--- config.mk ---
export PLATFORM = sky130hd
export DESIGN_NAME = dclink_fuzzy_reg
export DESIGN_NICKNAME = d
export VERILOG_FILES = /design/src/rtl/dcl_pkg.sv /design/src/rtl/dcl_mean.sv /design/src/rtl/dcl_fuzz.sv /design/src/rtl/dcl_sat_acc.sv /design/src/rtl/dclink_fuzzy_reg.sv
export SDC_FILE = /design/constraint.sdc
export NUM_CORES = 1
export LEC_CHECK = 0
export ABC_AREA = 1
export ABC_CLOCK_PERIOD_IN_PS = 17400
export BUFFER_PORTS_ARGS = -buffer_cell sky130_fd_sc_hd__buf_2
export CAP_MARGIN = 10
export CORE_MARGIN = 5
export CORE_UTILIZATION = 30
export DETAILED_ROUTE_END_ITERATION = 10
export HOLD_SLACK_MARGIN = 0.1
export PLACE_DENSITY = 0.41
export SLEW_MARGIN = 0
export SYNTH_ARGS = -nofsm -noshare
export SYNTH_HDL_FRONTEND = slang
export SYNTH_HIERARCHICAL = 1
export SYNTH_SLANG_ARGS = --single-unit
--- constraint.sdc ---
create_clock -name clk -period 17.4 [get_ports clk]
set_input_delay 4.35 -clock clk [delete_from_list [all_inputs] [get_ports clk]]
set_output_delay 4.35 -clock clk [all_outputs]
set_load 0.05 [all_outputs]
--- src/rtl/dcl_pkg.sv ---
package dcl_pkg;

  typedef enum logic [2:0] {
    FS_NB = 3'd0, FS_NM = 3'd1, FS_NS = 3'd2, FS_ZE = 3'd3,
    FS_PS = 3'd4, FS_PM = 3'd5, FS_PB = 3'd6
  } fset_t;

  typedef enum logic [2:0] {
    GL_VS = 3'd0, GL_S = 3'd1, GL_M = 3'd2, GL_B = 3'd3, GL_VB = 3'd4
  } glev_t;

  typedef enum logic [2:0] {
    ST_IDLE, ST_SCALE, ST_LOOK, ST_ACC, ST_OUT
  } st_t;

  // Each row is one change-of-error set; octal digit k (from the right)
  // is the gain level for error set k.
  function automatic glev_t rule_gain(input fset_t e_set, input fset_t de_set);
    logic [20:0] row;
    logic [2:0]  lvl;
    int unsigned pos;
    case (de_set)
      FS_NB:   row = 21'o0012344;
      FS_NM:   row = 21'o0001234;
      FS_NS:   row = 21'o1000123;
      FS_ZE:   row = 21'o2100012;
      FS_PS:   row = 21'o3210001;
      FS_PM:   row = 21'o4321000;
      FS_PB:   row = 21'o4432144;
      default: row = 21'o0000000;
    endcase
    pos = 3 * int'(e_set);
    lvl = row[pos +: 3];
    return glev_t'(lvl);
  endfunction

endpackage

--- src/rtl/dcl_mean.sv ---
module dcl_mean #(
  parameter int N  = 4,
  parameter int VW = 12
) (
  input  logic [N*VW-1:0] v_i,
  output logic [VW-1:0]   avg_o
);
  localparam int SH   = $clog2(N);
  localparam int SUMW = VW + SH;

  logic [SUMW-1:0] part [N+1];

  assign part[0] = '0;
  for (genvar g = 0; g < N; g++) begin : g_add
    assign part[g+1] = part[g] + SUMW'(v_i[g*VW +: VW]);
  end

  assign avg_o = VW'(part[N] >> SH);
endmodule

--- src/rtl/dcl_fuzz.sv ---
module dcl_fuzz import dcl_pkg::*; #(
  parameter int W  = 23,
  parameter int T1 = 16,
  parameter int T2 = 64,
  parameter int T3 = 256
) (
  input  logic signed [W-1:0] x_i,
  output fset_t               set_o
);
  localparam int MW = W + 1;

  logic signed [MW-1:0] xe;
  logic [MW-1:0]        mag;
  logic [2:0]           lvl;

  always_comb begin
    xe  = MW'(x_i);
    mag = x_i[W-1] ? MW'(-xe) : MW'(xe);
    if (mag < MW'(T1))      lvl = 3'd0;
    else if (mag < MW'(T2)) lvl = 3'd1;
    else if (mag < MW'(T3)) lvl = 3'd2;
    else                    lvl = 3'd3;
    set_o = x_i[W-1] ? fset_t'(3'd3 - lvl) : fset_t'(3'd3 + lvl);
  end
endmodule

--- src/rtl/dcl_sat_acc.sv ---
module dcl_sat_acc #(
  parameter int IW = 27,
  parameter int AW = 24
) (
  input  logic                 clk,
  input  logic                 rst_n,
  input  logic                 en_i,
  input  logic signed [IW-1:0] inc_i,
  input  logic signed [AW-1:0] lo_i,
  input  logic signed [AW-1:0] hi_i,
  output logic signed [AW-1:0] acc_o
);
  localparam int NW = ((AW > IW) ? AW : IW) + 2;

  logic signed [NW-1:0] sum_w, lo_w, hi_w;
  logic signed [AW-1:0] nxt;

  always_comb begin
    sum_w = NW'(acc_o) + NW'(inc_i);
    lo_w  = NW'(lo_i);
    hi_w  = NW'(hi_i);
    if (sum_w > hi_w)      nxt = hi_i;
    else if (sum_w < lo_w) nxt = lo_i;
    else                   nxt = AW'(sum_w);
  end

  always_ff @(posedge clk or negedge rst_n) begin
    if (!rst_n)    acc_o <= '0;
    else if (en_i) acc_o <= nxt;
  end
endmodule

--- src/rtl/dclink_fuzzy_reg.sv ---
module dclink_fuzzy_reg import dcl_pkg::*; #(
  parameter int NCELL = 4,
  parameter int VW    = 12,
  parameter int GW    = 8,
  parameter int GSH   = 4,
  parameter int AW    = 24,
  parameter int T1    = 16,
  parameter int T2    = 64,
  parameter int T3    = 256
) (
  input  logic                  clk,
  input  logic                  rst_n,
  input  logic                  s_valid,
  output logic                  s_ready,
  input  logic [NCELL*VW-1:0]   cell_v,
  input  logic [VW-1:0]         v_ref,
  input  logic [GW-1:0]         gain_e,
  input  logic [GW-1:0]         gain_de,
  input  logic signed [AW-1:0]  lim_lo,
  input  logic signed [AW-1:0]  lim_hi,
  output logic                  o_valid,
  input  logic                  o_ready,
  output logic signed [AW-1:0]  o_iref
);
  localparam int EW = VW + 2;
  localparam int SW = EW + GW + 1;
  localparam int IW = SW + 4;

  st_t state;

  logic [VW-1:0]          avg;
  logic signed [EW-1:0]   err_now, err_r, derr_r, prev_err;
  logic [GW-1:0]          ge_r, gde_r;
  logic signed [AW-1:0]   lo_r, hi_r;
  logic signed [SW-1:0]   prod_e, prod_de, se_r, sde_r;
  logic signed [SW-1:0]   fz_in  [2];
  fset_t                  fz_out [2];
  glev_t                  gl_r;
  logic [3:0]             gmul;
  logic signed [IW-1:0]   inc_w;
  logic                   o_valid_r;

  dcl_mean #(.N(NCELL), .VW(VW)) u_mean (.v_i(cell_v), .avg_o(avg));

  assign err_now = $signed(EW'(avg)) - $signed(EW'(v_ref));

  assign prod_e  = SW'(err_r)  * $signed({{(SW-GW){1'b0}}, ge_r});
  assign prod_de = SW'(derr_r) * $signed({{(SW-GW){1'b0}}, gde_r});

  assign fz_in[0] = se_r;
  assign fz_in[1] = sde_r;

  for (genvar g = 0; g < 2; g++) begin : g_fz
    dcl_fuzz #(.W(SW), .T1(T1), .T2(T2), .T3(T3)) u_fz (
      .x_i  (fz_in[g]),
      .set_o(fz_out[g])
    );
  end

  assign gmul  = {1'b0, gl_r} + 4'd1;
  assign inc_w = -(IW'(se_r) * $signed({{(IW-4){1'b0}}, gmul}));

  dcl_sat_acc #(.IW(IW), .AW(AW)) u_acc (
    .clk  (clk),
    .rst_n(rst_n),
    .en_i (state == ST_ACC),
    .inc_i(inc_w),
    .lo_i (lo_r),
    .hi_i (hi_r),
    .acc_o(o_iref)
  );

  always_ff @(posedge clk or negedge rst_n) begin
    if (!rst_n) begin
      state     <= ST_IDLE;
      err_r     <= '0;
      derr_r    <= '0;
      prev_err  <= '0;
      ge_r      <= '0;
      gde_r     <= '0;
      lo_r      <= '0;
      hi_r      <= '0;
      se_r      <= '0;
      sde_r     <= '0;
      gl_r      <= GL_VS;
      o_valid_r <= 1'b0;
    end else begin
      case (state)
        ST_IDLE: if (s_valid) begin
          err_r    <= err_now;
          derr_r   <= err_now - prev_err;
          prev_err <= err_now;
          ge_r     <= gain_e;
          gde_r    <= gain_de;
          lo_r     <= lim_lo;
          hi_r     <= lim_hi;
          state    <= ST_SCALE;
        end
        ST_SCALE: begin
          se_r  <= prod_e >>> GSH;
          sde_r <= prod_de >>> GSH;
          state <= ST_LOOK;
        end
        ST_LOOK: begin
          gl_r  <= rule_gain(fz_out[0], fz_out[1]);
          state <= ST_ACC;
        end
        ST_ACC: begin
          o_valid_r <= 1'b1;
          state     <= ST_OUT;
        end
        ST_OUT: if (o_ready) begin
          o_valid_r <= 1'b0;
          state     <= ST_IDLE;
        end
        default: state <= ST_IDLE;
      endcase
    end
  end

  assign s_ready = (state == ST_IDLE);
  assign o_valid = o_valid_r;
endmodule

Word-level counts from Yosys, hierarchy flattened
Cells that the tools add are included.
W data, S select, Z words.
{ "totals": {"input_bits": 128, "ff_bits": 160, "wordCells": 76, "out_inout_bits": 26} }
{ "op_classes": {"mux": 19, "multipliers": 4, "reduce_logical": 6, "eq_ne": 12, "n_shift": 1, "add_sub_neg": 14, "order_cmp": 8} }
{ "ops": {"columns": ["operator", "n"], "rows": [
  ["$pmux W21 S7", 1],
  ["$mux W24", 4],
  ["$lt A24 B5 Y1 const B", 2],
  ["$lt A24 B7 Y1 const B", 2],
  ["$lt A24 B9 Y1 const B", 2],
  ["$neg A19 Y24", 2],
  ["$add A14 B12 Y14", 2],
  ["$add A24 B27 Y28", 1],
  ["$gt A28 B24 Y1", 1],
  ["$lt A28 B24 Y1", 1],
  ["$neg A24 Y27", 1],
  ["$mul A19 B5 Y24", 1],
  ["$mux W3", 8],
  ["$mul A14 B9 Y23", 1],
  ["$mul A13 B9 Y22", 1],
  ["$mux W21", 1],
  ["$shiftx A21 B6 Y3", 1],
  ["$pmux W3 S5", 1],
  ["$sub A13 B13 Y14", 1],
  ["$add A12 B12 Y13", 1],
  ["$sub A12 B12 Y13", 1],
  ["$eq A3 B2 Y1 const B", 4],
  ["$eq A3 B3 Y1 const B", 4],
  ["$add A2 B3 Y3 const A", 2],
  ["other kinds (10)", 18]
]} }

Depth between registers and ports, before layout
Gate-level depths: netlist of run 1.
{ "logic_depth": {"ltp_word": 12, "ltp_mapped": 47, "mapped_depth_nobuf": 45} }

By module
Netlist of run 1, hierarchy kept.
{ "modules_own_cells": {"columns": ["mod", "area_each_um2", "cells_each", "seq_area_each_um2", "instances"], "rows": [
  ["dclink_fuzzy_reg", 18282.5, 2574, 3378.2, 1],
  ["dcl_sat_acc", 4984.8, 876, 600.6, 1],
  ["dcl_fuzz", 819.5, 172, 0.0, 2],
  ["dcl_mean", 1411.4, 222, 0.0, 1]
]} }

Worst setup path before layout of run 1
OpenSTA, ideal clock, no wires.
{ "synth_path": {"path_type": "input to register", "from": "input port cell_v[1]", "to": "register derr_r[13]", "slack_ns": 9.002, "cell_stages": 27, "required_time_ns": 17.283, "setup_ns": 0.117, "path_buffers": 0, "t_arrival_ns": 8.281, "cell_sequence": "inv_1 > fa_1 > inv_1 > fa_1 > nand2_1 > nor2_2 > fa_1 > nand3_1 > nand3_2 > nand4_1 > nand2_1 > nand2_1 > nand2_1 > ha_1 > a21oi_1 > a21boi_0 > nand2_1 > xor2_1 > ha_1 > a21oi_1 > o21ai_0 > a21oi_1 > nand2_1 > nand2_1 > nand2_1 > nand2_1 > nand2_1"} }
{ "synth_via": {"elab_chain_cells": 5} }
{ "synth_lines": {"columns": ["item", "line_no", "source"], "rows": [
  ["start, declared", "dclink_fuzzy_reg.sv:15", "input logic [NCELL*VW-1:0] cell_v,"],
  ["$add A12 B12 Y13", "dcl_mean.sv:15", "assign part[g+1] = part[g] + SUMW'(v_i[g*VW +: VW]);"],
  ["$add A14 B12 Y14 (2 in a row)", "dcl_mean.sv:15", null],
  ["net avg[7]", "dclink_fuzzy_reg.sv:31", "logic [VW-1:0] avg;"],
  ["$sub A12 B12 Y13", "dclink_fuzzy_reg.sv:45", "assign err_now = $signed(EW'(avg)) - $signed(EW'(v_ref));"],
  ["net err_now[8]", "dclink_fuzzy_reg.sv:32", "logic signed [EW-1:0] err_now, err_r, derr_r, prev_err;"],
  ["$sub A13 B13 Y14", "dclink_fuzzy_reg.sv:91", "derr_r <= err_now - prev_err;"],
  ["end signal, assigned", "dclink_fuzzy_reg.sv:91", null],
  ["end, declared", "dclink_fuzzy_reg.sv:32", null]
]} }
The timed path passes the listed nets, and every way through them passes these cells.
A chain may end at the register's enable or synchronous reset.

Worst setup path after layout of run 1
{ "layout_path": {"from": "register gl_r[1]", "to": "register u_acc.acc_o[9]"} }
{ "layout_via": {"elab_chain_cells": 7, "elab_cells_between_ends": 8, "cone_classes": "3 x add/sub; 1 x mul; 2 x order compare; 2 x mux"} }
{ "layout_lines": {"columns": ["item", "line_no", "source"], "rows": [
  ["start, declared", "dclink_fuzzy_reg.sv:38", "glev_t gl_r;"],
  ["start signal, assigned", "dclink_fuzzy_reg.sv:105", "gl_r <= rule_gain(fz_out[0], fz_out[1]);"],
  ["$add A3 B1 Y4 *", "dclink_fuzzy_reg.sv:60", "assign gmul = {1'b0, gl_r} + 4'd1;"],
  ["$mul A19 B5 Y24 *", "dclink_fuzzy_reg.sv:61", "assign inc_w = -(IW'(se_r) * $signed({{(IW-4){1'b0}}, gmul}));"],
  ["$neg A24 Y27 *", "dclink_fuzzy_reg.sv:61", null],
  ["net inc_w[7]", "dclink_fuzzy_reg.sv:40", "logic signed [IW-1:0] inc_w;"],
  ["$add A24 B27 Y28 *", "dcl_sat_acc.sv:19", "sum_w = NW'(acc_o) + NW'(inc_i);"],
  ["$lt A28 B24 Y1", "dcl_sat_acc.sv:23", "else if (sum_w < lo_w) nxt = lo_i;"],
  ["$mux W24", "dcl_sat_acc.sv:23", null],
  ["$mux W24 *", "dcl_sat_acc.sv:22", "if (sum_w > hi_w) nxt = hi_i;"],
  ["end signal, assigned", "dcl_sat_acc.sv:29", "else if (en_i) acc_o <= nxt;"],
  ["end, declared", "dcl_sat_acc.sv:11", "output logic signed [AW-1:0] acc_o"]
]} }
Mark *: on every way through the listed nets, which the timed path passes. The rest lies on a longest branch.

==> results_dict.tcl, run 1 <==
set metrics [dict create \
    grt.busiest_layer "met2" \
    final_hold_viol_count 0 \
    cap_violations 0 \
    synthTopCellsByArea "nand2_1 19%, fa_1 18%, dfrtp_1 15%" \
    cts_tree "built" \
    cts_root_buffer "clkbuf_16" \
    vias 23400 \
    drc 0 \
    cts-htree-levels 4 \
    area_growth_syn_to_layout_pct 9.14 \
    final_cell_mix "1316 x nand2_1, 929 x inv_1, 270 x ha_1" \
    start_util_pct 30.3 \
    cts.path.max_buffers 2 \
    holdBufCountCts 0 \
    min_period_over_period_pct 51.7 \
    status "finished, final reports clean" \
    synth.cell_area_sq_um 26300 \
    nets 4730 \
    worst_skew_pair.late_latency_ps 490 \
    synth_top_area_share_pct 18.8 \
    worstPathRequired_ps 17790 \
    globalplace.congestion 0.829 \
    path_class "flip-flop to flip-flop" \
    finalSetupTns_ps 0 \
    min_period_ps 9000 \
    yosys_warnings 6 \
    met1_usage_pct 23.6 \
    fillers 9805 \
    cts_resized 0 \
    cp-start-kind "flip-flop" \
    ys_types 46 \
    rows 108 \
    first_pass_iters 7 \
    syn_area_per_cell_sq_um 6.55 \
    port_buffers 153 \
    met2_usage_pct 27.4 \
    cp_common_cell "nand2_1" \
    synthArstFlopShare_pct 100 \
    endpoint_kind "flip-flop" \
    grt_pass1_wl_um 127000 \
    rsz0062_at_grt "no" \
    synth_edf_count 0 \
    crit_path_max_incr_delay_ps 1150 \
    cts_setup_buffers 0 \
    drive_gt1_share_pct 6.60 \
    finalMaxSlewViolations 0 \
    die-area_sq_um 93700 \
    synthesis.nets 4651 \
    holdCritStartpoint "hi_r[23]$_DFFE_PN0P_" \
    gr-total-overflow 0 \
    worstPathArrival_ps 9390 \
    io_pins 154 \
    relSlewSlack_pct 27.1 \
    cts_made_buffers 17 \
    hpwl_um 65100 \
    r2r-start "gl_r[1]$_DFFE_PN0P_" \
    crit_fanout 25 \
    grt_max_degree 89 \
    antenna_found_initial 1 \
    wl_per_cell_um 14.6 \
    totalWireLength_um 76700 \
    cts.sinks 159 \
    ant_nets 0 \
    synthFlopType "dfrtp_1" \
    synth-seq-cells 159 \
    track_usage_pct 16.6 \
    final_common_cell "nand2_1" \
    drtIter0Drc 1070 \
    skew_ps 14.1 \
    die_height_um 306 \
    clk_pin_slew_ps 70 \
    crit_start "gl_r[1]$_DFFE_PN0P_" \
    fmax_mhz 111 \
    grt_pass1_vias 23800 \
    setup_violations 0 \
    hp-class "flip-flop to flip-flop" \
    die_w_um 306 \
    worst_slew_pin_slew_ps 1090 \
    grt_util_met3_pct 1.91 \
    diodes 0 \
    yosys.area.top_type "nand2_1" \
    yosysSeqAreaShare_pct 15.1 \
    synth_cells 4016 \
    critical-path-slowest-cell "nand3_1" \
    vias_per_cell 4.44 \
    core_sq_um 86900 \
]
## worst paths after layout
kind | end | slack [ps] | cells past startpoint
max | u_acc/acc_o[9]$_DFFE_PN0P_ | 8400 | 35
min reg2reg | hi_r[23]$_DFFE_PN0P_ | 480 | 2
max reg2reg | u_acc/acc_o[9]$_DFFE_PN0P_ | 8400 | 35
min | hi_r[23]$_DFFE_PN0P_ | 480 | 2
min in group asynchronous | u_acc/acc_o[9]$_DFFE_PN0P_ | 3770 | 1
max in group asynchronous | prev_err[9]$_DFFE_PN0P_ | 12350 | 2
## registers in the layout, indices dropped and copies added, names as in the netlist
name and cells:
hi_r 24, lo_r 24, u_acc/acc_o 24, sde_r 19
se_r 18, derr_r 14, prev_err 13, gde_r 8
ge_r 8, gl_r 3, state 3, o_valid 1
## metrics by stage
stage	setup WS [ps]	std cells	hold slack (ps)	utilization [%]	instance area, sq um
3_5_place_dp	8300	5231	466	32.4	28200
6_report	8400	5263	476	33.1	28700
4_1_cts	8410	5263	484	33.1	28700
5_1_grt	7340	5263	492	33.1	28700
3_3_place_gp	8280	5231	466	32.4	28200
2_1_floorplan	9000	4016	449	-	26300
## worst max-delay path, delay by kind of cell, from the launching register on
family | cells | cell delay [ps]
AOI/OAI and AO/OA | 3 | 680
xor gates and xnor gates | 1 | 250
DFF | 1 | 420
adders and majority gates | 8 | 3330
and+or+nand+nor | 20 | 3930
buffers and inverters | 3 | 280
## cell usage after synthesis (2+ instances only)
| cell type | instances |
|---|---|
| a21o_1 | 5 |
| buf_6 | 3 |
| inv_2 | 11 |
| o21ai_1 | 14 |
| ha_1 | 270 |
| buf_4 | 11 |
| or2_2 | 11 |
| dfrtp_1 | 159 |
| o21ai_2 | 2 |
| nand2_4 | 3 |
| nand3b_1 | 16 |
| nor2_4 | 11 |
| nand2_2 | 22 |
| inv_1 | 929 |
| nand2_1 | 1316 |
| a21boi_0 | 2 |
| nand3_1 | 257 |
| o21ai_0 | 79 |
| nor3_1 | 18 |
| buf_2 | 16 |
| nor4b_1 | 2 |
| nor4_1 | 2 |
| and2_1 | 6 |
| nor2_1 | 251 |
| nor3_2 | 3 |
| o2111ai_1 | 2 |
| buf_1 | 7 |
| a21oi_1 | 126 |
| a31oi_1 | 5 |
| nor2_2 | 8 |
| o21bai_2 | 2 |
| o211ai_1 | 2 |
| nand3_2 | 5 |
| nand4_1 | 63 |
| clkbuf_1 | 66 |
| xnor2_1 | 19 |
| xor2_1 | 43 |
| fa_1 | 237 |
| o21bai_1 | 5 |
## area by class of cell
cell class / instances / area [sq um] / area share, %
multi-input cells: 2813 / 18400 / 63.9
clock buffers: 22 / 464 / 1.62
clock inverters: 10 / 101 / 0.353
inverters: 941 / 3530 / 12.3
flip-flops and latches: 159 / 3980 / 13.9
repair buffers: 163 / 847 / 2.95
well taps: 1155 / 1450 / 5.03
## kinds of logic (layout without fill, tap and decap cells)
kind of cell	after synthesis	in the layout	share of synthesized area (%)
AND/OR/NAND/NOR	1996	1996	31.7
buffers and inverters	1044	1136	15.2
adder cells (fa/ha/maj)	507	507	30.9
AO/OA/AOI/OAI	248	248	5.03
flip-flops	159	159	15.1
XOR/XNOR	62	62	2.06
## routing by layer
layer / wire length (um) / vias to the layer above / part of all wire [%]
li1: - / 12200 / -
met1: 38300 / 10800 / 50
met2: 35100 / 306 / 46
met3: 2050 / 46 / 2.7
met4: 1250 / 0 / 1.6
met5: 0 / - / 0
Power of run 1 is not shown: default switching activity piles up to over one toggle a cycle in this logic, so the estimate is an artifact.
==> run 2: changes to the inputs <==
- ABC_CLOCK_PERIOD_IN_PS: 17400 -> 8600
- clock period: 17.4 -> 8.6 ns (I/O delays scaled with it)
==> results_dict.tcl, run 2 (synthesis results as in run 1) <==
set metrics [dict create \
    grt_max_degree 89 \
    min_period_ps 7950 \
    cp_common_cell "nand2_1" \
    reg_top3 "hi_r x24, lo_r x24, u_acc/acc_o x24" \
    die-area_sq_um 93700 \
    vias_per_cell 4.43 \
    area_growth_syn_to_layout_pct 9.32 \
    cts.sinks 159 \
    io_pins 154 \
    die_height_um 306 \
    final_common_cell "nand2_1" \
    rows 108 \
    drc 0 \
    cap_violations 0 \
    gr-total-overflow 0 \
    globalplace.congestion 0.869 \
    min_period_over_period_pct 92.5 \
    finalMaxSlewViolations 0 \
    track_usage_pct 16.8 \
    cts_tree "built" \
    worst_skew_pair.late_latency_ps 480 \
    cts_made_buffers 17 \
    worst_slew_pin_slew_ps 1020 \
    setup_violations 0 \
    clk_pin_slew_ps 70 \
    cts_setup_buffers 0 \
    worstPathArrival_ps 8380 \
    grt_pass1_wl_um 128000 \
    ant_nets 0 \
    cts.path.max_buffers 2 \
    finalSetupTns_ps 0 \
    drive_gt1_share_pct 6.85 \
    core_sq_um 86900 \
    grt_pass1_vias 23900 \
    first_pass_iters 5 \
    hpwl_um 66100 \
    fmax_mhz 126 \
    cts_root_buffer "clkbuf_16" \
    wl_per_cell_um 14.7 \
    start_util_pct 30.3 \
    rsz0062_at_grt "no" \
    antenna_found_initial 0 \
    relSlewSlack_pct 32.1 \
    critical-path-slowest-cell "ha_2" \
    vias 23300 \
    status "finished, final reports clean" \
    die_w_um 306 \
    final_cell_mix "1315 x nand2_1, 929 x inv_1, 269 x ha_1" \
    worstPathRequired_ps 9030 \
    totalWireLength_um 77500 \
    drtIter0Drc 1179 \
    crit_path_max_incr_delay_ps 570 \
    holdBufCountCts 0 \
    cts-htree-levels 4 \
    endpoint_kind "flip-flop" \
    skew_ps 13.3 \
    cp-start-kind "flip-flop" \
    crit_fanout 18 \
    path_class "flip-flop to flip-flop" \
    diodes 0 \
    final_hold_viol_count 0 \
    nets 4738 \
    port_buffers 153 \
    hp-class "flip-flop to flip-flop" \
]
run 2: repair_timing:
item | 4_1_cts | 5_1_grt
endpoints found under the hold margin | 0 | 0
resized for setup | 0 | 2
setup endpoints to repair | 0 | 24
run 2: per-layer routing:
layer | vias to the layer above | wire length, um | track usage [%]
met5 | - | 0 | 0
met4 | 0 | 1140 | 3.20
met3 | 45 | 2320 | 1.91
met2 | 305 | 35200 | 27.9
met1 | 10700 | 38900 | 23.9
li1 | 12300 | - | -
run 2: worst max-delay path: cells and delay by family, from the launching register on:
family	cells	cell delay, ps
fa+ha+maj	8	3240
simple gates	20	2520
compound gates	4	900
buf+inv	4	540
flops	1	420
xor+xnor	1	240
run 2: worst paths after layout:
kind                            slack, ps                          to            startpoint  cells after the start
worst max-delay path                  650  u_acc/acc_o[5]$_DFFE_PN0P_   gl_r[1]$_DFFE_PN0P_                     37
worst min-delay path                  480        hi_r[21]$_DFFE_PN0P_  hi_r[21]$_DFFE_PN0P_                      2
worst max register to register        650  u_acc/acc_o[5]$_DFFE_PN0P_   gl_r[1]$_DFFE_PN0P_                     37
worst min register to register        480        hi_r[21]$_DFFE_PN0P_  hi_r[21]$_DFFE_PN0P_                      2
max in group asynchronous            5800        se_r[16]$_DFFE_PN0P_                 rst_n                      2
min in group asynchronous            1620  u_acc/acc_o[6]$_DFFE_PN0P_                 rst_n                      1
run 2: area by class of cell:
cell class / count / area, sq um
Clock inverter: 12 / 103
Inverter: 941 / 3530
Timing Repair Buffer: 171 / 907
Clock buffer: 20 / 447
Sequential cell: 159 / 3980
Multi-Input combinational cell: 2813 / 18400
Fill cell: 9787 / 58100
Tap cell: 1155 / 1450
run 2: per-stage QoR:
step	hold slack [ps]	worst slack (ps)	area [sq um]	utilization [%]	std cells
after floorplan	449	1650	26300	-	4016
final	482	648	28800	33.1	5271
after detailed placement	469	449	28200	32.5	5239
after global routing	510	26.2	28800	33.1	5271
after global placement	464	528	28200	32.5	5239
after CTS	488	403	28800	33.1	5271
Power of run 2 is left out for the same reason.
